===== src/rtl/wdt_pkg.sv =====
package wdt_pkg;
  localparam logic [1:0] ADDR_MODE   = 2'd0;
  localparam logic [1:0] ADDR_RELOAD = 2'd1;
  localparam logic [1:0] ADDR_FEED   = 2'd2;
  localparam logic [1:0] ADDR_COUNT  = 2'd3;

  typedef struct packed {
    logic feedOk;    // valid handshake completed: load count
    logic countEn;   // running and not frozen
    logic wdClear;   // watchdog reset event: restore defaults
    logic reloadWr;  // software write to reload register
  } wdtStrobe_t;
endpackage


===== src/rtl/wdt_ctrl.sv =====
module wdt_ctrl
  import wdt_pkg::*;
#(
  parameter logic [7:0] KEY_FIRST  = 8'hAA,
  parameter logic [7:0] KEY_SECOND = 8'h55
) (
  input  logic       clk,
  input  logic       rst_n,
  input  logic       wrEn,
  input  logic [1:0] wrAddr,
  input  logic [7:0] wrByte,
  input  logic       freeze,
  input  logic       expire,
  output wdtStrobe_t strb,
  output logic       enReq,
  output logic       rstReq,
  output logic       running,
  output logic       flag,
  output logic       wdIrq,
  output logic       wdResetOut
);
  logic armed;
  logic rstEff;
  logic feedWr, modeWr, goodFeed, badSeq, badFeed, evt, wdRstNow;

  always_comb begin
    feedWr   = wrEn && (wrAddr == ADDR_FEED);
    modeWr   = wrEn && (wrAddr == ADDR_MODE);
    goodFeed = feedWr && armed && (wrByte == KEY_SECOND);
    badSeq   = armed ? (wrEn && !goodFeed) : (feedWr && (wrByte != KEY_FIRST));
    badFeed  = badSeq && running;
    evt      = badFeed || expire;
    wdRstNow = evt && rstEff;

    strb.feedOk   = goodFeed && !wdRstNow;
    strb.countEn  = running && !freeze;
    strb.wdClear  = wdRstNow;
    strb.reloadWr = wrEn && (wrAddr == ADDR_RELOAD) && !wdRstNow;
  end

  always_ff @(posedge clk or negedge rst_n) begin
    if (!rst_n) begin
      armed      <= 1'b0;
      enReq      <= 1'b0;
      rstReq     <= 1'b0;
      running    <= 1'b0;
      rstEff     <= 1'b0;
      wdResetOut <= 1'b0;
    end else begin
      wdResetOut <= wdRstNow;
      if (wdRstNow) begin
        armed   <= 1'b0;
        enReq   <= 1'b0;
        rstReq  <= 1'b0;
        running <= 1'b0;
        rstEff  <= 1'b0;
      end else begin
        armed <= armed ? !wrEn : (feedWr && (wrByte == KEY_FIRST));
        if (modeWr && wrByte[0]) enReq  <= 1'b1;
        if (modeWr && wrByte[1]) rstReq <= 1'b1;
        if (goodFeed && enReq) begin
          running <= 1'b1;
          rstEff  <= rstEff | rstReq;
        end
      end
    end
  end

  // Timeout flag and interrupt; the flag is not touched by the watchdog's own reset
  always_ff @(posedge clk or negedge rst_n) begin
    if (!rst_n) begin
      flag  <= 1'b0;
      wdIrq <= 1'b0;
    end else if (evt) begin
      flag <= 1'b1;
      if (!rstEff) wdIrq <= 1'b1;
    end else if (modeWr && !wrByte[2]) begin
      flag  <= 1'b0;
      wdIrq <= 1'b0;
    end
  end

  assert_sticky_enable_R2: assert property (@(posedge clk) disable iff (!rst_n)
    (enReq && !wdRstNow) |=> enReq);

  assert_reset_pulse_R6: assert property (@(posedge clk) disable iff (!rst_n)
    wdResetOut |=> !wdResetOut);

  assert_flag_cause_R9: assert property (@(posedge clk) disable iff (!rst_n)
    $rose(flag) |-> $past(evt));

  assert_idle_no_event_R8: assert property (@(posedge clk) disable iff (!rst_n)
    (!running && !flag) |=> !wdResetOut);
endmodule


===== src/rtl/wdt_datapath.sv =====
module wdt_datapath
  import wdt_pkg::*;
#(
  parameter int CNT_W      = 32,
  parameter int PRESC_DIV  = 4,
  parameter int MIN_RELOAD = 256
) (
  input  logic             clk,
  input  logic             rst_n,
  input  wdtStrobe_t       strb,
  input  logic [CNT_W-1:0] wrData,
  output logic [CNT_W-1:0] count,
  output logic [CNT_W-1:0] reload,
  output logic             expire
);
  localparam int PRESC_W = (PRESC_DIV > 1) ? $clog2(PRESC_DIV) : 1;
  localparam logic [PRESC_W-1:0] PRESC_LAST = PRESC_W'(PRESC_DIV - 1);
  localparam logic [CNT_W-1:0]   MIN_VAL    = CNT_W'(MIN_RELOAD);
  localparam logic [CNT_W-1:0]   ONE        = CNT_W'(1);

  logic [PRESC_W-1:0] presc;
  logic [CNT_W-1:0]   clamped;
  logic               tick;

  always_comb begin
    clamped = (wrData < MIN_VAL) ? MIN_VAL : wrData;
    tick    = strb.countEn && (presc == PRESC_LAST);
    expire  = tick && (count == ONE);
  end

  always_ff @(posedge clk or negedge rst_n) begin
    if (!rst_n) begin
      presc  <= '0;
      count  <= MIN_VAL;
      reload <= MIN_VAL;
    end else if (strb.wdClear) begin
      presc  <= '0;
      count  <= MIN_VAL;
      reload <= MIN_VAL;
    end else begin
      if (strb.reloadWr) reload <= clamped;
      if (strb.feedOk) begin
        presc <= '0;
        count <= reload;
      end else if (strb.countEn) begin
        presc <= (presc == PRESC_LAST) ? '0 : presc + 1'b1;
        if (tick && (count != '0)) count <= count - ONE;
      end
    end
  end

  assert_min_reload_R1: assert property (@(posedge clk) disable iff (!rst_n)
    reload >= MIN_VAL);

  assert_freeze_hold_R10: assert property (@(posedge clk) disable iff (!rst_n)
    (!strb.countEn && !strb.feedOk && !strb.wdClear) |=> $stable(count));

  assert_single_step_R4: assert property (@(posedge clk) disable iff (!rst_n)
    (strb.countEn && !strb.feedOk && !strb.wdClear) |=>
      ((count == $past(count)) || (count == $past(count) - ONE)));
endmodule


===== src/rtl/wdt_feed_guard.sv =====
module wdt_feed_guard
  import wdt_pkg::*;
#(
  parameter int         CNT_W      = 32,
  parameter int         PRESC_DIV  = 4,
  parameter int         MIN_RELOAD = 256,
  parameter logic [7:0] KEY_FIRST  = 8'hAA,
  parameter logic [7:0] KEY_SECOND = 8'h55
) (
  input  logic             clk,
  input  logic             rst_n,
  input  logic             wrEn,
  input  logic [1:0]       wrAddr,
  input  logic [CNT_W-1:0] wrData,
  input  logic [1:0]       rdAddr,
  output logic [CNT_W-1:0] rdData,
  input  logic             freeze,
  output logic             wdIrq,
  output logic             wdResetOut
);
  wdtStrobe_t       strb;
  logic             enReq, rstReq, running, flag, expire;
  logic [CNT_W-1:0] count, reload;

  wdt_ctrl #(.KEY_FIRST(KEY_FIRST), .KEY_SECOND(KEY_SECOND)) ctrl_i (
    .clk(clk), .rst_n(rst_n), .wrEn(wrEn), .wrAddr(wrAddr), .wrByte(wrData[7:0]),
    .freeze(freeze), .expire(expire), .strb(strb), .enReq(enReq), .rstReq(rstReq),
    .running(running), .flag(flag), .wdIrq(wdIrq), .wdResetOut(wdResetOut)
  );

  wdt_datapath #(.CNT_W(CNT_W), .PRESC_DIV(PRESC_DIV), .MIN_RELOAD(MIN_RELOAD)) dp_i (
    .clk(clk), .rst_n(rst_n), .strb(strb), .wrData(wrData),
    .count(count), .reload(reload), .expire(expire)
  );

  always_comb begin
    rdData = '0;
    unique case (rdAddr)
      ADDR_MODE:   rdData[3:0] = {running, flag, rstReq, enReq};
      ADDR_RELOAD: rdData = reload;
      ADDR_FEED:   rdData = '0;
      ADDR_COUNT:  rdData = count;
      default:     rdData = '0;
    endcase
  end
endmodule


===== config.mk =====
export PLATFORM = sky130hd
export DESIGN_NAME = wdt_feed_guard
export DESIGN_NICKNAME = d
export VERILOG_FILES = /design/src/rtl/wdt_pkg.sv /design/src/rtl/wdt_ctrl.sv /design/src/rtl/wdt_datapath.sv /design/src/rtl/wdt_feed_guard.sv
export SDC_FILE = /design/constraint.sdc
export NUM_CORES = 1
export LEC_CHECK = 0
export ABC_AREA = 1
export BUFFER_PORTS_ARGS = -buffer_cell sky130_fd_sc_hd__buf_2
export CORE_AREA = 2 2 110 112
export DETAILED_ROUTE_END_ITERATION = 8
export DIE_AREA = 0 0 112 114
export HOLD_SLACK_MARGIN = 0.06
export PLACE_DENSITY = 0.61
export SETUP_SLACK_MARGIN = 0.4
export SLEW_MARGIN = 20
export SYNTH_ARGS = -nofsm -noshare
export SYNTH_HDL_FRONTEND = slang
export SYNTH_SLANG_ARGS = --single-unit

===== constraint.sdc =====
create_clock -name clk -period 5 [get_ports clk]
set_clock_uncertainty 0.2 [all_clocks]
set_input_delay 0.5 -clock clk [delete_from_list [all_inputs] [get_ports clk]]
set_output_delay 0.5 -clock clk [all_outputs]
set_load 0.005 [all_outputs]

==> reports/metrics.csv <==
metric;value;unit
final worst-path cycle share;57.4;%
share of post-route cells with drive strength above 1;18.0;%
IO Port Bufs;73;
register area share after synthesis;36.4;%
die footprint;0.0128;mm²
CTS tree;built;
Crit. End Element;register;
htree depth;3;
Post-Synth Adder-Cell Area;0.736;%
total power;2.52;mW
drt pass-1 iters;5;
RSZ-0062 raised after global routing;no;
Distinct cells, synth;38;
# setup viols final;0;
Pwr Density;433;mW/mm²
Tmin final;2.87;ns
Int Pwr;1.50;mW
crit-path max FO;54;
Switch Pwr;1.02;mW
routed len/inst;15.7;µm
XOR/XNOR share of the synthesized area;4.12;%
clock network fraction of design power;26.7;%
Post-Syn Area;0.00510;mm²
final antenna-violating net count;0;
max_cap viols;0;
fin nets;833;
maximum VDD drop;173;µV
Worst EP arrival;2.95;ns
most frequent cells after synthesis;nand2_1, nor2_1, inv_1;
Slew @ Worst Pin;1.07;ns
detailed router's first-iteration violation count;308;
layout overhead on the synthesized area;14.0;%
Tot GR Track Use;23.6;%
chip height;114;µm
Switching Share;40.4;%
syn nets;775;
Yosys top cell by area;dfrtp_1;
fmax;349;MHz
area of the multi-input gates;0.00273;mm²
Synth Area in Compound Gates;8.86;%
Post-Route Setup TNS;0;ns
post-synth top area share;35.3;%
Comb pwr share;36.6;%
Yosys warnings;0;
detailed-route via count;5020;
most numerous cell in the Yosys netlist;nand2_1;
DRT Wirelength;14.8;mm
status;complete, no violations;
slew margin rel.;28.8;%
fin worst setup slack;2.13;ns
pre-CTS setup slack;1.96;ns
first-pass GRT wire length;24.0;mm
largest cells by area after synthesis;dfrtp_1, nand2_1, nand3_1, nor2_1, inv_1;
HP Class;primary input to async pin;
worst setup path category;register to register;
row count;40;
die extent in x;112;µm
post-synthesis register bit count;74;
WP data required;5.08;ns
post-detail-place hpwl;10.9;mm
clock buffer depth;2;
CTS Buf Count;9;
max incr delay on CP;0.61;ns
buffer type at the clock tree root;clkbuf_16;
FILL cells;1243;
Worst path most repeated cell;nand2_1;
Final Hold Fails;0;
post-CTS setup buffers;0;
Post-Synthesis Cells;732;
sinks on the clock net;74;
mux share of post-synthesis cell area;0;%
hold buffers post-CTS;0;
Residual DRC;0;
Crit-path slowest cell;buf_4;
Post-synth EDFFs;0;
final number of max-transition violations;0;
Synth Area in Simple Gates;39.7;%
post_cts resized;0;
gpl congestion;0.909;
largest family of logic cells by synthesized area;simple AND/OR/NAND/NOR gates;
Inserted Diodes;0;
Initial Util;43.5;%
final global-route overflow total;0;
Reg area;0.00185;mm²
syn avg cell area;6.97;µm²
clock latency on the worst-skew pair;0.35;ns
Ports;74;
post-DR vias/cell;5.33;
ys flop type;dfrtp_1;
crit-path cells;nor2_1 > nand2_1 > nor2_1 > nand2_1 > nor2_1 > nand2_1 > nand2_2 > nand2_4 > buf_4 > nand3_1 > nand2_1 > nand2_1 > nand2_1;
Post-synth ARST share;100;%
CORE AREA;0.0117;mm²
Reg power frac;36.7;%
crit start category;register;
vias in the first global route;4610;
pin count of the biggest net entering global routing;75;
R2R cell count;13;
antenna violations before repair;0;
leakage power;3.12;nW
CTS clk-pin slew, worst paths;0.06;ns
-- metrics by stage --
stage	area, µm²	hold WS, ns	instances	util (%)
detailed placement	5500	0.302	926	47.0
finish	5810	0.101	942	49.6
global placement	5500	0.296	926	47.0
global route	5810	0.201	942	49.6
CTS	5810	0.160	942	49.6
floorplan	5100	0.00441	732	-
-- worst paths after layout --
check / startpoint / to / slack [ns]
max: dp_i.count[25] / dp_i.count[24] / 2.13
min in group clk: wrData[8] / dp_i.reload[8] / 0.20
min: rst_n / dp_i.presc[0] / 0.10
min reg2reg: dp_i.count[8] / dp_i.count[8] / 0.31
max reg2reg: dp_i.count[25] / dp_i.count[24] / 2.13
max in group asynchronous: rst_n / dp_i.reload[26] / 3.88
-- placed cells by master, fill, tap and decap left out, types with 9 or more instances in the layout --
cell and count:
buf_2 72, clkbuf_16 9, dfrtp_1 72, inv_1 83, nand2_1 217, nand3_1 72, nand3_2 30, nor2_1 84
o21ai_0 36, o22ai_1 20, xor2_1 24
-- per-layer routing --
metal	part of all wire, %	routed length, µm	vias up	global-route usage, %
met5	0	0	-	0
met4	1.7	248	0	7.15
met3	6.9	1020	18	4.14
met2	42	6170	188	33.1
met1	50	7390	2342	36.9
li1	-	-	2472	-
-- layout make-up --
cell class,instances,share of cell area (%)
timing repair buffer,77,6.85
tap,147,3.16
sequential,74,31.9
clock buffer,12,4.41
clock inverter,4,0.883
multi-input combinational,539,47.0
inverter,89,5.79
-- logic make-up after synthesis --
| kind of cell | after synthesis |
|---|---|
| adder cells (fa/ha/maj) | 3 |
| AO/OA/AOI/OAI | 77 |
| buffers and inverters | 119 |
| AND/OR/NAND/NOR | 435 |
| flip-flops | 74 |
| XOR/XNOR | 24 |
-- power by group through the flow --
stage / Sequential [mW] / Combinational (mW) / Clock [mW]
detailed placement: 0.921 / 0.907 / 0
finish: 0.922 / 0.921 / 0.672
global placement: 0.926 / 0.888 / 0
floorplan: 0.863 / 0.688 / 0
CTS: 0.917 / 0.912 / 0.679
global route: 0.945 / 1.04 / 0.703
-- flip-flops by register name, indices dropped and copies added, names as in the netlist --
name               count
ctrl_i.armed           1
ctrl_i.rstEff          1
ctrl_i.running         1
dp_i.presc             2
ctrl_i.rstReq          1
ctrl_i.flag            1
ctrl_i.enReq           1
dp_i.count            32
ctrl_i.wdIrq           1
ctrl_i.wdResetOut      1
dp_i.reload           32
-- critical path: cells and delay by family, from the launching register on --
kind | cells | cell delay (ns)
DFF | 1 | 0.46
buffers and inverters | 1 | 0.61
and+or+nand+nor | 12 | 1.51
(Power assumes the default switching activity.)
